<file path="config.mk">
export PLATFORM = sky130hd
export DESIGN_NAME = ps2_shared_engine
export DESIGN_NICKNAME = d
export VERILOG_FILES = /design/src/rtl/ps2_eng_pkg.sv /design/src/rtl/ps2_line_filter.sv /design/src/rtl/ps2_chan_arbiter.sv /design/src/rtl/ps2_frame_engine.sv /design/src/rtl/ps2_shared_engine.sv
export SDC_FILE = /design/constraint.sdc
export NUM_CORES = 1
export LEC_CHECK = 0
export ABC_AREA = 1
export BUFFER_PORTS_ARGS = -buffer_cell sky130_fd_sc_hd__clkbuf_2
export CAP_MARGIN = 30
export CORE_ASPECT_RATIO = 0.6
export CORE_MARGIN = 2
export CORE_UTILIZATION = 55
export DETAILED_ROUTE_END_ITERATION = 8
export HOLD_SLACK_MARGIN = 0.15
export MAX_ROUTING_LAYER = met4
export PLACE_DENSITY_LB_ADDON = 0.1
export SLEW_MARGIN = 20
export SYNTH_ARGS = -nofsm -noshare
export SYNTH_HDL_FRONTEND = slang
export SYNTH_SLANG_ARGS = --single-unit
</file>
<file path="constraint.sdc">
create_clock -name clk -period 1.7 [get_ports clk]
set_input_delay 0.085 -clock clk [delete_from_list [all_inputs] [get_ports clk]]
set_output_delay 0.085 -clock clk [all_outputs]
set_load 0.01 [all_outputs]
</file>
<file path="src/rtl/ps2_eng_pkg.sv">
package ps2_eng_pkg;

   localparam int unsigned PORTS   = 4;
   localparam int unsigned ADDR_W  = 3;

   localparam logic [ADDR_W-1:0] A_CTRL = 3'd0;
   localparam logic [ADDR_W-1:0] A_OVR  = 3'd1;
   localparam logic [ADDR_W-1:0] A_STAT = 3'd2;
   localparam logic [ADDR_W-1:0] A_IEN  = 3'd3;
   localparam logic [ADDR_W-1:0] A_DATA = 3'd4;

   localparam logic [7:0] OVR_INHIBIT = 8'h47;

   typedef enum logic [1:0] {
      ENG_IDLE  = 2'd0,
      ENG_SHIFT = 2'd1,
      ENG_DONE  = 2'd2
   } eng_state_t;

   typedef struct packed {
      logic       rsvd;
      logic [2:0] chan;
      logic       frm_err;
      logic       par_err;
      logic       end_f;
      logic       start_f;
   } stat_t;

   function automatic int unsigned clk_bit_pos(int unsigned port);
      case (port)
         0: return 3;
         1: return 4;
         2: return 5;
         default: return 7;
      endcase
   endfunction

   function automatic int unsigned dat_bit_pos(int unsigned port);
      case (port)
         0: return 0;
         1: return 1;
         2: return 2;
         default: return 6;
      endcase
   endfunction

   function automatic logic [2:0] chan_code(logic [1:0] idx);
      case (idx)
         2'd0: return 3'd1;
         2'd1: return 3'd2;
         2'd2: return 3'd4;
         default: return 3'd5;
      endcase
   endfunction

endpackage

</file>
<file path="src/rtl/ps2_line_filter.sv">
module ps2_line_filter #(
   parameter int unsigned SYNC_STAGES = 2,
   parameter int unsigned FILT_LEN    = 4
) (
   input  logic clk,
   input  logic rst_n,
   input  logic line_i,
   output logic level_o,
   output logic fell_o
);

   localparam int unsigned CW = (FILT_LEN > 1) ? $clog2(FILT_LEN) : 1;

   if (SYNC_STAGES < 2) begin : g_bad_sync
      $error("ps2_line_filter: SYNC_STAGES must be at least 2");
   end
   if (FILT_LEN < 1) begin : g_bad_filt
      $error("ps2_line_filter: FILT_LEN must be at least 1");
   end

   logic [SYNC_STAGES-1:0] sync_q;
   logic                   samp;
   logic                   level_q;
   logic                   fell_q;

   always_ff @(posedge clk or negedge rst_n) begin
      if (!rst_n) sync_q <= '1;
      else        sync_q <= {sync_q[SYNC_STAGES-2:0], line_i};
   end

   assign samp = sync_q[SYNC_STAGES-1];

   if (FILT_LEN == 1) begin : g_direct
      always_ff @(posedge clk or negedge rst_n) begin
         if (!rst_n) begin
            level_q <= 1'b1;
            fell_q  <= 1'b0;
         end else begin
            level_q <= samp;
            fell_q  <= level_q & ~samp;
         end
      end
   end else begin : g_count
      logic [CW-1:0] agree_q;
      always_ff @(posedge clk or negedge rst_n) begin
         if (!rst_n) begin
            level_q <= 1'b1;
            fell_q  <= 1'b0;
            agree_q <= '0;
         end else begin
            fell_q <= 1'b0;
            if (samp != level_q) begin
               if (agree_q == CW'(FILT_LEN - 1)) begin
                  level_q <= samp;
                  fell_q  <= ~samp;
                  agree_q <= '0;
               end else begin
                  agree_q <= agree_q + 1'b1;
               end
            end else begin
               agree_q <= '0;
            end
         end
      end
   end

   assign level_o = level_q;
   assign fell_o  = fell_q;

endmodule

</file>
<file path="src/rtl/ps2_chan_arbiter.sv">
module ps2_chan_arbiter #(
   parameter int unsigned NUM_CH = 4,
   localparam int unsigned IW    = (NUM_CH > 1) ? $clog2(NUM_CH) : 1
) (
   input  logic [NUM_CH-1:0] fell_i,
   input  logic [NUM_CH-1:0] allow_i,
   output logic              hit_o,
   output logic [IW-1:0]     idx_o
);

   always_comb begin
      hit_o = 1'b0;
      idx_o = '0;
      for (int i = NUM_CH - 1; i >= 0; i--) begin
         if (fell_i[i] && allow_i[i]) begin
            hit_o = 1'b1;
            idx_o = IW'(i);
         end
      end
   end

endmodule

</file>
<file path="src/rtl/ps2_frame_engine.sv">
module ps2_frame_engine
   import ps2_eng_pkg::*;
#(
   parameter int unsigned NUM_CH = 4,
   localparam int unsigned IW    = (NUM_CH > 1) ? $clog2(NUM_CH) : 1
) (
   input  logic              clk,
   input  logic              rst_n,
   input  logic              run_i,
   input  logic              xmit_i,
   input  logic [NUM_CH-1:0] ch_en_i,
   input  logic [NUM_CH-1:0] fell_i,
   input  logic [NUM_CH-1:0] dat_i,
   input  logic [7:0]        tx_byte_i,
   output logic              sot_o,
   output logic              eot_o,
   output logic              perr_o,
   output logic              ferr_o,
   output logic [IW-1:0]     ch_idx_o,
   output logic              tx_own_o,
   output logic              tx_low_o,
   output logic [7:0]        rx_byte_o,
   output logic              rx_load_o
);

   localparam logic [3:0] LAST_DATA = 4'd8;
   localparam logic [3:0] PAR_EDGE  = 4'd9;

   eng_state_t    state_q;
   logic [IW-1:0] ch_q;
   logic [3:0]    cnt_q;
   logic [7:0]    sr_q;
   logic [7:0]    tx_sr_q;
   logic          par_q;
   logic          tx_par_q;
   logic          start_bad_q;
   logic          mode_tx_q;
   logic          sot_q, eot_q, perr_q, ferr_q;
   logic          tx_low_q;
   logic          rx_load_q;

   logic          arb_hit;
   logic [IW-1:0] arb_idx;
   logic          cur_fell;
   logic          cur_dat;

   ps2_chan_arbiter #(.NUM_CH(NUM_CH)) u_arb (
      .fell_i  (fell_i),
      .allow_i (ch_en_i),
      .hit_o   (arb_hit),
      .idx_o   (arb_idx)
   );

   assign cur_fell = fell_i[ch_q];
   assign cur_dat  = dat_i[ch_q];

   always_ff @(posedge clk or negedge rst_n) begin
      if (!rst_n) begin
         state_q     <= ENG_IDLE;
         ch_q        <= '0;
         cnt_q       <= '0;
         sr_q        <= '0;
         tx_sr_q     <= '0;
         par_q       <= 1'b0;
         tx_par_q    <= 1'b0;
         start_bad_q <= 1'b0;
         mode_tx_q   <= 1'b0;
         sot_q       <= 1'b0;
         eot_q       <= 1'b0;
         perr_q      <= 1'b0;
         ferr_q      <= 1'b0;
         tx_low_q    <= 1'b0;
         rx_load_q   <= 1'b0;
      end else begin
         rx_load_q <= 1'b0;
         if (!run_i) begin
            state_q  <= ENG_IDLE;
            cnt_q    <= '0;
            sot_q    <= 1'b0;
            eot_q    <= 1'b0;
            perr_q   <= 1'b0;
            ferr_q   <= 1'b0;
            tx_low_q <= 1'b0;
         end else begin
            case (state_q)
               ENG_IDLE: begin
                  if (arb_hit) begin
                     state_q     <= ENG_SHIFT;
                     ch_q        <= arb_idx;
                     cnt_q       <= 4'd1;
                     sot_q       <= 1'b1;
                     par_q       <= 1'b0;
                     mode_tx_q   <= xmit_i;
                     start_bad_q <= ~xmit_i & dat_i[arb_idx];
                     if (xmit_i) begin
                        tx_sr_q  <= tx_byte_i >> 1;
                        tx_low_q <= ~tx_byte_i[0];
                        tx_par_q <= ~^tx_byte_i;
                     end
                  end
               end
               ENG_SHIFT: begin
                  if (cur_fell) begin
                     cnt_q <= cnt_q + 4'd1;
                     if (!mode_tx_q) begin
                        if (cnt_q <= LAST_DATA) begin
                           sr_q  <= {cur_dat, sr_q[7:1]};
                           par_q <= par_q ^ cur_dat;
                        end else if (cnt_q == PAR_EDGE) begin
                           par_q <= par_q ^ cur_dat;
                        end else begin
                           state_q   <= ENG_DONE;
                           eot_q     <= 1'b1;
                           perr_q    <= ~par_q;
                           ferr_q    <= start_bad_q | ~cur_dat;
                           rx_load_q <= 1'b1;
                        end
                     end else begin
                        if (cnt_q < LAST_DATA) begin
                           tx_low_q <= ~tx_sr_q[0];
                           tx_sr_q  <= tx_sr_q >> 1;
                        end else if (cnt_q == LAST_DATA) begin
                           tx_low_q <= ~tx_par_q;
                        end else if (cnt_q == PAR_EDGE) begin
                           tx_low_q <= 1'b0;
                        end else begin
                           state_q <= ENG_DONE;
                           eot_q   <= 1'b1;
                           ferr_q  <= cur_dat;
                        end
                     end
                  end
               end
               default: begin
                  tx_low_q <= 1'b0;
               end
            endcase
         end
      end
   end

   assign sot_o     = sot_q;
   assign eot_o     = eot_q;
   assign perr_o    = perr_q;
   assign ferr_o    = ferr_q;
   assign ch_idx_o  = ch_q;
   assign tx_own_o  = mode_tx_q && (state_q == ENG_SHIFT);
   assign tx_low_o  = tx_low_q;
   assign rx_byte_o = sr_q;
   assign rx_load_o = rx_load_q;

endmodule

</file>
<file path="src/rtl/ps2_shared_engine.sv">
module ps2_shared_engine
   import ps2_eng_pkg::*;
#(
   parameter int unsigned SYNC_STAGES = 2,
   parameter int unsigned FILT_LEN    = 4,
   parameter int unsigned NUM_CH      = 4
) (
   input  logic              clk,
   input  logic              rst_n,
   input  logic              reg_wr,
   input  logic [2:0]        reg_addr,
   input  logic [7:0]        reg_wdata,
   output logic [7:0]        reg_rdata,
   output logic              irq,
   input  logic [NUM_CH-1:0] ps2_clk_i,
   input  logic [NUM_CH-1:0] ps2_dat_i,
   output logic [NUM_CH-1:0] ps2_clk_low_o,
   output logic [NUM_CH-1:0] ps2_dat_low_o
);

   localparam int unsigned IW = (NUM_CH > 1) ? $clog2(NUM_CH) : 1;

   if (NUM_CH != PORTS) begin : g_bad_ports
      $error("ps2_shared_engine: override layout fixes NUM_CH at 4");
   end

   logic [7:0] ctrl_q, ovr_q, ien_q, data_q;

   logic [NUM_CH-1:0] ch_en, dat_rel;
   logic [NUM_CH-1:0] clk_lvl, clk_fell, dat_lvl, dat_fell_unused;
   logic              mech_rst, run;
   logic              sot, eot, perr, ferr;
   logic [IW-1:0]     ch_idx;
   logic              tx_own, tx_low, rx_load;
   logic [7:0]        rx_byte;
   logic [2:0]        ach;
   stat_t             stat;

   for (genvar p = 0; p < NUM_CH; p++) begin : g_port
      localparam int unsigned CP = clk_bit_pos(p);
      localparam int unsigned DP = dat_bit_pos(p);

      assign ch_en[p]         = ovr_q[CP];
      assign dat_rel[p]       = ovr_q[DP];
      assign ps2_clk_low_o[p] = ~ch_en[p];
      assign ps2_dat_low_o[p] = (tx_own && (ch_idx == IW'(p))) ? tx_low : ~dat_rel[p];

      ps2_line_filter #(.SYNC_STAGES(SYNC_STAGES), .FILT_LEN(FILT_LEN)) u_clk_flt (
         .clk     (clk),
         .rst_n   (rst_n),
         .line_i  (ps2_clk_i[p]),
         .level_o (clk_lvl[p]),
         .fell_o  (clk_fell[p])
      );

      ps2_line_filter #(.SYNC_STAGES(SYNC_STAGES), .FILT_LEN(FILT_LEN)) u_dat_flt (
         .clk     (clk),
         .rst_n   (rst_n),
         .line_i  (ps2_dat_i[p]),
         .level_o (dat_lvl[p]),
         .fell_o  (dat_fell_unused[p])
      );
   end

   assign mech_rst = ~(|ch_en) & (&dat_rel);
   assign run      = ctrl_q[0] & ~mech_rst;

   ps2_frame_engine #(.NUM_CH(NUM_CH)) u_eng (
      .clk       (clk),
      .rst_n     (rst_n),
      .run_i     (run),
      .xmit_i    (ctrl_q[1]),
      .ch_en_i   (ch_en),
      .fell_i    (clk_fell),
      .dat_i     (dat_lvl),
      .tx_byte_i (data_q),
      .sot_o     (sot),
      .eot_o     (eot),
      .perr_o    (perr),
      .ferr_o    (ferr),
      .ch_idx_o  (ch_idx),
      .tx_own_o  (tx_own),
      .tx_low_o  (tx_low),
      .rx_byte_o (rx_byte),
      .rx_load_o (rx_load)
   );

   always_ff @(posedge clk or negedge rst_n) begin
      if (!rst_n) begin
         ctrl_q <= '0;
         ovr_q  <= OVR_INHIBIT;
         ien_q  <= '0;
         data_q <= '0;
      end else begin
         if (reg_wr && reg_addr == A_CTRL) ctrl_q <= reg_wdata;
         if (reg_wr && reg_addr == A_OVR)  ovr_q  <= reg_wdata;
         if (reg_wr && reg_addr == A_IEN)  ien_q  <= reg_wdata;
         if (rx_load)                           data_q <= rx_byte;
         else if (reg_wr && reg_addr == A_DATA) data_q <= reg_wdata;
      end
   end

   assign ach  = sot ? chan_code(2'(ch_idx)) : 3'd0;
   assign stat = '{rsvd: 1'b0, chan: ach, frm_err: ferr, par_err: perr,
                   end_f: eot, start_f: sot};

   always_comb begin
      case (reg_addr)
         A_CTRL:  reg_rdata = ctrl_q;
         A_OVR:   reg_rdata = ovr_q;
         A_STAT:  reg_rdata = stat;
         A_IEN:   reg_rdata = ien_q;
         A_DATA:  reg_rdata = data_q;
         default: reg_rdata = 8'h00;
      endcase
   end

   assign irq = (sot & ien_q[0]) | (eot & ien_q[1]);

endmodule

</file>
* Yosys cells after proc, flatten, opt, wreduce, memory -nomap -nowiden *
Cells that the tools add are included.

storage, ports and cells
  register bits = 110
  word-level logic and storage cells = 295

cells by class
  order comparisons = 4
  reduce and logical (&&, ||, !) cells = 41
  bitwise gates (word level) = 29
  $add $sub $neg = 9
  equal/unequal tests = 52
  multiplexer cells = 113

operators with widths
  kind                   number
  $mux W1                64
  $mux W2                28
  $mux W8                7
  $pmux W8 S5            1
  $ne A3 B3 Y1 const B   8
  $not A1 Y1             21
  $eq A2 B2 Y1 const B   10
  $reduce_and A5 Y1      4
  $ne A2 B2 Y1 const B   9
  $reduce_and A2 Y1      9
  $reduce_and A6 Y1      3
  $add A2 B1 Y2 const B  8
  $pmux W8 S2            1
  $logic_and A1 B1 Y1    13
  $mux W4                3
  $ne A4 B4 Y1 const B   3
  $pmux W3 S3            1
  $eq A4 B4 Y1 const B   2
  $ne A1 B1 Y1           8
  $ne A2 B1 Y1 const B   4
  $pmux W4 S2            1
  $reduce_and A4 Y1      2
  $reduce_xnor A8 Y1     1
  $reduce_and A7 Y1      1
  other kinds (22)       36

* Longest topological paths before layout *
Gate-level depths: netlist of the first run.

  depth after elaboration = 10
  depth in mapped cells = 10
  depth with buffers taken out = 10

* Modules after synthesis *
From an unflattened synthesis of the first run, not the netlist that was laid out.

unflattened totals
  cells, all modules = 677
  area total of the unflattened synthesis = 5,726.7 µm²

by module, submodules not included
  module             cells each  area an instance (µm²)  sequential area each (µm²)  instances
  ps2_shared_engine  271         1,994.4                 805.8                       1
  ps2_frame_engine   241         1,928.1                 825.8                       1
  ps2_line_filter    19          217.7                   153.9                       8
  ps2_chan_arbiter   13          62.6                    0.0                         1

* Worst setup path after synthesis of the first run *
Ideal clock, no wire load.

  kind = reg2reg
  start = register ovr_q[1]
  end = register u_eng.tx_par_q
  arrival = 1.352 ns
  buffers on the path = 1
  stages on the path, launching flop included = 11
  period minus slack after synthesis = 1.471 ns
  data required time = 1.581 ns
  setup slack = 0.229 ns
  path through = dfstp_2 nand2_1 nor2_2 nand3_2 nand2_4 inv_6 nand3b_1 buf_6 nor2_1 nand2_1 nand2_1

on the way
  cells in the longest elaborated chain, start to end = 5

RTL lines
  element                      line                     text
  start: declaration           ps2_shared_engine.sv:27  logic [7:0] ctrl_q, ovr_q, ien_q, data_q;
  start signal: assignment     ps2_shared_engine.sv:96  if (reg_wr && reg_addr == A_OVR) ovr_q <= reg_wdata;
  $reduce_and A4 Y1            ps2_shared_engine.sv:65  assign mech_rst = ~(|ch_en) & (&dat_rel);
  $and A1 B1 Y1                ps2_shared_engine.sv:65
  $not A1 Y1                   ps2_shared_engine.sv:66  assign run = ctrl_q[0] & ~mech_rst;
  $and A1 B1 Y1                ps2_shared_engine.sv:66
  $reduce_and A4 Y1 (no line)  n/a
  end signal: assignment       ps2_frame_engine.sv:98   tx_par_q <= ~^tx_byte_i;
  end: declaration             ps2_frame_engine.sv:35   logic tx_par_q;

Every way passes these cells.
A chain may end at the register's enable or synchronous reset.

* Final worst setup path of the first run *
  start = register u_eng.state_q[1]
  end = output port ps2_dat_low_o[2]

on the way
  cells in the longest elaborated chain, start to end = 4

RTL lines
  element                   line                     text
  start: declaration        ps2_frame_engine.sv:29   eng_state_t state_q;
  start signal: assignment  ps2_frame_engine.sv:59   state_q <= ENG_IDLE;
  start signal: assignment  ps2_frame_engine.sv:77   state_q <= ENG_IDLE;
  start signal: assignment  ps2_frame_engine.sv:88   state_q <= ENG_SHIFT;
  $eq A2 B1 Y1              ps2_frame_engine.sv:147  assign tx_own_o = mode_tx_q && (state_q == ENG_SHIFT);
  $logic_and A1 B1 Y1       ps2_frame_engine.sv:147
  $logic_and A1 B1 Y1       ps2_shared_engine.sv:46  assign ps2_dat_low_o[p] = (tx_own && (ch_idx == IW'(p))) ? tx_low : ~dat_rel[p];
  $mux W1                   ps2_shared_engine.sv:46
  end: declaration          ps2_shared_engine.sv:18  output logic [NUM_CH-1:0] ps2_dat_low_o

Every way passes these cells.

==> results of run 1 <==
[area by class of cell]
class,count,share of cell area (%)
timing repair buffer,78,9.13
sequential,109,44.5
inverter,72,4.55
clock inverter,6,0.885
multi-input combinational,386,34.7
tap,130,2.61
clock buffer,10,3.68
[registers in the layout, summed over array words and instances, names as in the netlist, 4 cells and up]
| register | count |
|---|---|
| u_eng.cnt_q | 4 |
| g_port.u_dat_flt.sync_q | 8 |
| g_port.u_clk_flt.fell_o | 4 |
| g_port.u_clk_flt.level_o | 4 |
| ctrl_q | 8 |
| g_port.u_clk_flt.g_count.agree_q | 8 |
| u_eng.rx_byte_o | 8 |
| ien_q | 8 |
| g_port.u_dat_flt.g_count.agree_q | 8 |
| data_q | 8 |
| g_port.u_dat_flt.level_o | 4 |
| ovr_q | 8 |
| u_eng.tx_sr_q | 7 |
| g_port.u_clk_flt.sync_q | 8 |
[routing by layer]
layer | global-route usage (%) | part of all wire [%] | wire [µm] | vias up
li1 | - | - | - | 2029
met4 | 7.63 | 1.3 | 162 | 0
met1 | 40.4 | 48 | 6050 | 2068
met2 | 36.5 | 42 | 5350 | 176
met5 | - | 0 | 0 | -
met3 | 5.39 | 8.2 | 1030 | 18
[power breakdown]
group          switching (W)  internal, W
Clock                0.00101      0.00103
Sequential          0.000349      0.00315
Combinational       0.000949     0.000646
Total                0.00231      0.00482
[worst max-delay path by stage]
stage                       from               end  depth (start not counted)
2_1_floorplan           ovr_q[1]    u_eng.tx_par_q                         10
3_3_place_gp      u_eng.cnt_q[0]    u_eng.tx_low_o                          8
3_5_place_dp   u_eng.ch_idx_o[0]  u_eng.tx_sr_q[6]                         10
4_1_cts        u_eng.ch_idx_o[0]  ps2_dat_low_o[3]                          6
5_1_grt         u_eng.state_q[1]  u_eng.tx_sr_q[6]                          7
6_report        u_eng.state_q[1]  ps2_dat_low_o[2]                          6
[critical path, delay by kind of cell, from the launching register on]
| family | cells | cell delay [ns] |
|---|---|---|
| flops | 1 | 0.44 |
| compound gates | 1 | 0.18 |
| simple gates | 3 | 0.41 |
| buf+inv | 2 | 0.21 |
[kinds of logic (layout without fill, tap and decap cells)]
kind of cell	Yosys count	after routing	share of synthesized area (%)
flip-flops	109	109	53.2
adder cells (fa/ha/maj)	16	16	3.85
AND/OR/NAND/NOR	245	245	21.6
AO/OA/AOI/OAI	109	109	12.2
XOR/XNOR	16	16	2.70
buffers and inverters	82	166	6.45
[per-stage QoR]
stage,hold slack (ns),setup WS [ns],utilization (%),instance area (µm²),power [W]
after detailed placement,0.175,0.0590,60.7,5580,0.00503
after global routing,0.254,-0.0442,67.7,6220,0.00752
after floorplan,-0.211,0.229,-,5190,0.00446
after global placement,0.172,0.131,60.7,5580,0.00493
final,0.238,0.0126,67.7,6220,0.00713
after CTS,0.221,0.00393,66.0,6060,0.00711
[Yosys cell counts (4+ instances only)]
cell type / instances / area [µm²]
a21oi_1: 12 / 60.1
buf_2: 4 / 20.0
clkbuf_1: 4 / 15.0
dfrtp_1: 81 / 2030
dfstp_2: 28 / 736
ha_1: 16 / 200
inv_1: 66 / 248
inv_2: 4 / 15.0
nand2_1: 151 / 567
nand3_1: 27 / 135
nor2_1: 35 / 131
nor3_1: 10 / 50.1
nor3b_1: 4 / 30.0
o2111ai_1: 4 / 35.0
o211ai_1: 8 / 60.1
o21ai_0: 64 / 320
o21ai_2: 7 / 61.3
xnor2_1: 14 / 123
[timing repair]
action / CTS / global route
resized for setup: 8 / 21
pin swaps: 0 / 6
hold buffers: 17 / 0
buffers inserted: 1 / 12
setup endpoints to repair: 5 / 18
endpoints found under the hold margin: 119 / 0
==> flow_summary.ini, run 1 <==
[die]
die_w_um = 129
dieArea_mm2 = 0.0103
pin_count = 39
core_mm2 = 0.00919
die_h_um = 79.3
row_count = 27
initial_core_util_pct = 56.5

[cts]
clockBufferDepth = 2
clk_latency_ns = 0.35
cts_tree = done
clock_sinks = 109
numCtsBuffers = 9
cts_max_level = 3
clk_pin_slew_worst_paths_ns = 0.07
cts_root_buffer = clkbuf_16

[cells_and_area]
multi_input_area_mm2 = 0.00216
register_area_mm2 = 0.00277
area_delta_synth_final_pct = 19.7
final_common_cell = nand2_1
stdcell_count = 791
antennaDiodeCount = 0
layout.nets = 694
n_fill_cell = 749
drive_gt1_share_pct = 23.4
final_cell_mix = nand2_1, dfrtp_1, inv_1

[grt]
grt_usage_pct = 26.7
grt_pass1_vias = 4042
grt_pass1_wl_um = 20100
grt_start_max_net_pins = 110
overflow = 0
antenna_found_initial = 0

[timing]
hold_violations = 0
setup_viol = 0
max_slew_margin_pct = 61.2
grt_setup_unrepaired = yes
drv_slew = 0
fin_crit_sh_pct = 99.3
worst_slew_pin_slew_ns = 0.582
finalSetupTns_ns = 0
clock.fmax_mhz = 593
skew_ns = 0.00506
period_minus_slack_ns = 1.69

[route]
drt_wl_total_um = 12600
routed_via_density = 5.42
wire_per_inst_um = 15.9
antenna_left = 0
firstDrtPassIters = 5
drt-initial-drc-count = 320
via_count = 4291
drc = 0

[synth]
synth_seq_cells = 109
netlist_area_mm2 = 0.00519
synth-edff-count = 0
ys_types = 40
async_flop_share_pct = 100
synthCells = 577
synth_nets = 615
synth_ff_type = dfrtp_1
yosys_warnings = 0
synth-seq-area-share_pct = 53.2
syn_avg_cell_area_um2 = 9.00

[run]
cap_violations = 0

[min_path]
hp-class = primary input to register
hp-start = reg_wr
hold_path_depth = 4
hold_end = ovr_q[2]

[critical_path]
cp_data_arrival_time_ns = 1.60
rr_endpoint = u_eng.tx_sr_q[0]
cp-start-kind = register
critPathRequiredTime_ns = 1.62
crit-reg2reg-launch = u_eng.ch_idx_o[0]
slowest_delay_ns = 0.44
path_class = register to output pin
path_cells = nor2_8 > inv_8 > nor2_4 > nand2_1 > a21oi_2 > buf_2
end_kind = output pin
rrSetupSlack_ns = 0.05
crit_fanout = 6
r2r_cells = 10
cp_slowest_cell = dfrtp_2

[placement]
dp_cells = 745
routabilityCongestion = 0.909
hpwl_um = 9120
portBuffers = 38

[status]
status = complete, no violations

[pwr]
p_leak_nw = 2.94
ir_worst_vdd_mv = 0.616
p_per_area_mw_per_mm2 = 1150
(Power assumes the default switching activity.)
==> inputs of run 2 (changes only) <==
- BUFFER_PORTS_ARGS: -buffer_cell sky130_fd_sc_hd__clkbuf_2 -> -buffer_cell sky130_fd_sc_hd__buf_4
- CORE_ASPECT_RATIO: 0.6 -> not set
- PLACE_DENSITY: not set -> 0.73
- PLACE_DENSITY_LB_ADDON: 0.1 -> not set
==> flow_summary.ini, run 2 (synthesis results as in run 1) <==
[grt]
grt_pass1_vias = 4136
antenna_found_initial = 0
overflow = 0
grt_usage_pct = 26.2
grt_pass1_wl_um = 19900
grt_start_max_net_pins = 49

[timing]
skew_ns = 0.00899
hold_violations = 0
grt_setup_unrepaired = yes
setup_viol = 3
max_slew_margin_pct = 47.9
period_minus_slack_ns = 1.75
worst_slew_pin_slew_ns = 0.780
drv_slew = 0
setup_ws_ns = -0.0493
fin_crit_sh_pct = 103
clock.fmax_mhz = 572

[cts]
clk_pin_slew_worst_paths_ns = 0.11
numCtsBuffers = 9
cts_root_buffer = clkbuf_8
cts_max_level = 3
clock_sinks = 109
cts_tree = done
clockBufferDepth = 2
clk_latency_ns = 0.39

[die]
die_h_um = 101
pin_count = 39
row_count = 35
initial_core_util_pct = 56.5
core_mm2 = 0.00920
die_w_um = 101
dieArea_mm2 = 0.0102

[placement]
hpwl_um = 8530
pre_cts_ws_ns = 0.0646
dp_cells = 727
portBuffers = 38
routabilityCongestion = 0.949

[cells_and_area]
area_delta_synth_final_pct = 22.0
register_area_mm2 = 0.00277
final_common_cell = nand2_1
antennaDiodeCount = 0
drive_gt1_share_pct = 24.8
layout.nets = 697
multi_input_area_mm2 = 0.00222
n_fill_cell = 725
stdcell_count = 775
final_cell_mix = nand2_1, dfrtp_1, inv_1, o21ai_0, buf_4

[route]
via_count = 4275
drt-initial-drc-count = 319
firstDrtPassIters = 5
drc = 0
antenna_left = 0
routed_via_density = 5.52
drt_wl_total_um = 12200
wire_per_inst_um = 15.8

[run]
cap_violations = 0

[pwr]
cellInternalPower_w = 0.00461
power_switching_w = 0.00223
p_per_area_mw_per_mm2 = 1080
clockPowerShare_pct = 25.4
switching_share_pct = 32.6
ir_worst_vdd_mv = 0.947
combPwrFrac_pct = 23.9
p_leak_nw = 2.96
pwr-share-seq_pct = 50.7

[critical_path]
end_kind = output pin
path_class = register to output pin
rrSetupSlack_ns = 0.05
critPathRequiredTime_ns = 1.62
cp_data_arrival_time_ns = 1.66
crit_fanout = 6
cp-start-kind = register

[status]
violations = setup timing
status = complete, but fails checks

[min_path]
hp-class = primary input to asynchronous set/reset pin
[run 2: cell type report]
class	instances	area share (%)
sequential	109	43.7
multi-input combinational	387	35.0
timing repair buffer	80	11.1
inverter	72	4.54
tap	111	2.19
clock buffer	10	2.17
clock inverter	6	1.36
[run 2: repair_timing]
item | CTS | global route
pin swaps | 4 | 14
endpoints found under the hold margin | 146 | 0
hold buffers | 18 | 0
buffers inserted | 4 | 9
gates cloned | 0 | 1
setup endpoints to repair | 6 | 23
resized for setup | 11 | 27
[run 2: critical path, stage by stage, from the launching register on]
cell and delay (ns):
dfrtp_2 0.47, nor2_8 0.15, inv_8 0.05, nor2_4 0.17, nand2_2 0.10, nor2_2 0.14, a21oi_2 0.06, buf_4 0.14
[run 2: routing by layer]
metal / track usage, % / wire (µm) / up-vias
met2: 40.6 / 6030 / 143
li1: - / - / 2037
met5: - / 0 / -
met4: 9.56 / 342 / 0
met3: 4.62 / 562 / 32
met1: 34.8 / 5290 / 2063
[run 2: power by group through the flow]
stage	combinational [W]	clock (W)	sequential, W
5_1_grt	0.00187	0.00189	0.00354
4_1_cts	0.00161	0.00178	0.00346
3_5_place_dp	0.00155	0	0.00350
3_3_place_gp	0.00148	0	0.00348
6_report	0.00163	0.00174	0.00347
2_1_floorplan	0.00104	0	0.00343
[run 2: path summary, 6_finish.rpt]
check	from	cells after the start	end
worst max-delay path	u_eng.state_q[1]	7	ps2_dat_low_o[0]
worst min-delay path	rst_n	3	data_q[5]
worst max register to register	u_eng.state_q[1]	7	u_eng.rx_byte_o[0]
worst min register to register	g_port[0].u_dat_flt.sync_q[0]	0	g_port[0].u_dat_flt.sync_q[1]
max in group asynchronous	rst_n	3	u_eng.cnt_q[1]
min in group clk	reg_wr	3	data_q[1]
[run 2: per-stage QoR]
stage / util, % / TNS [ns] / power [W] / area, µm² / hold slack (ns)
5_1_grt: 68.9 / -0.501 / 0.00729 / 6340 / 0.248
2_1_floorplan: - / 0 / 0.00446 / 5190 / -0.211
4_1_cts: 66.8 / -0.00905 / 0.00685 / 6150 / 0.236
3_3_place_gp: 61.8 / 0 / 0.00496 / 5680 / -0.0140
6_report: 68.9 / -0.0880 / 0.00683 / 6340 / 0.225
3_5_place_dp: 61.8 / 0 / 0.00506 / 5680 / -0.0130
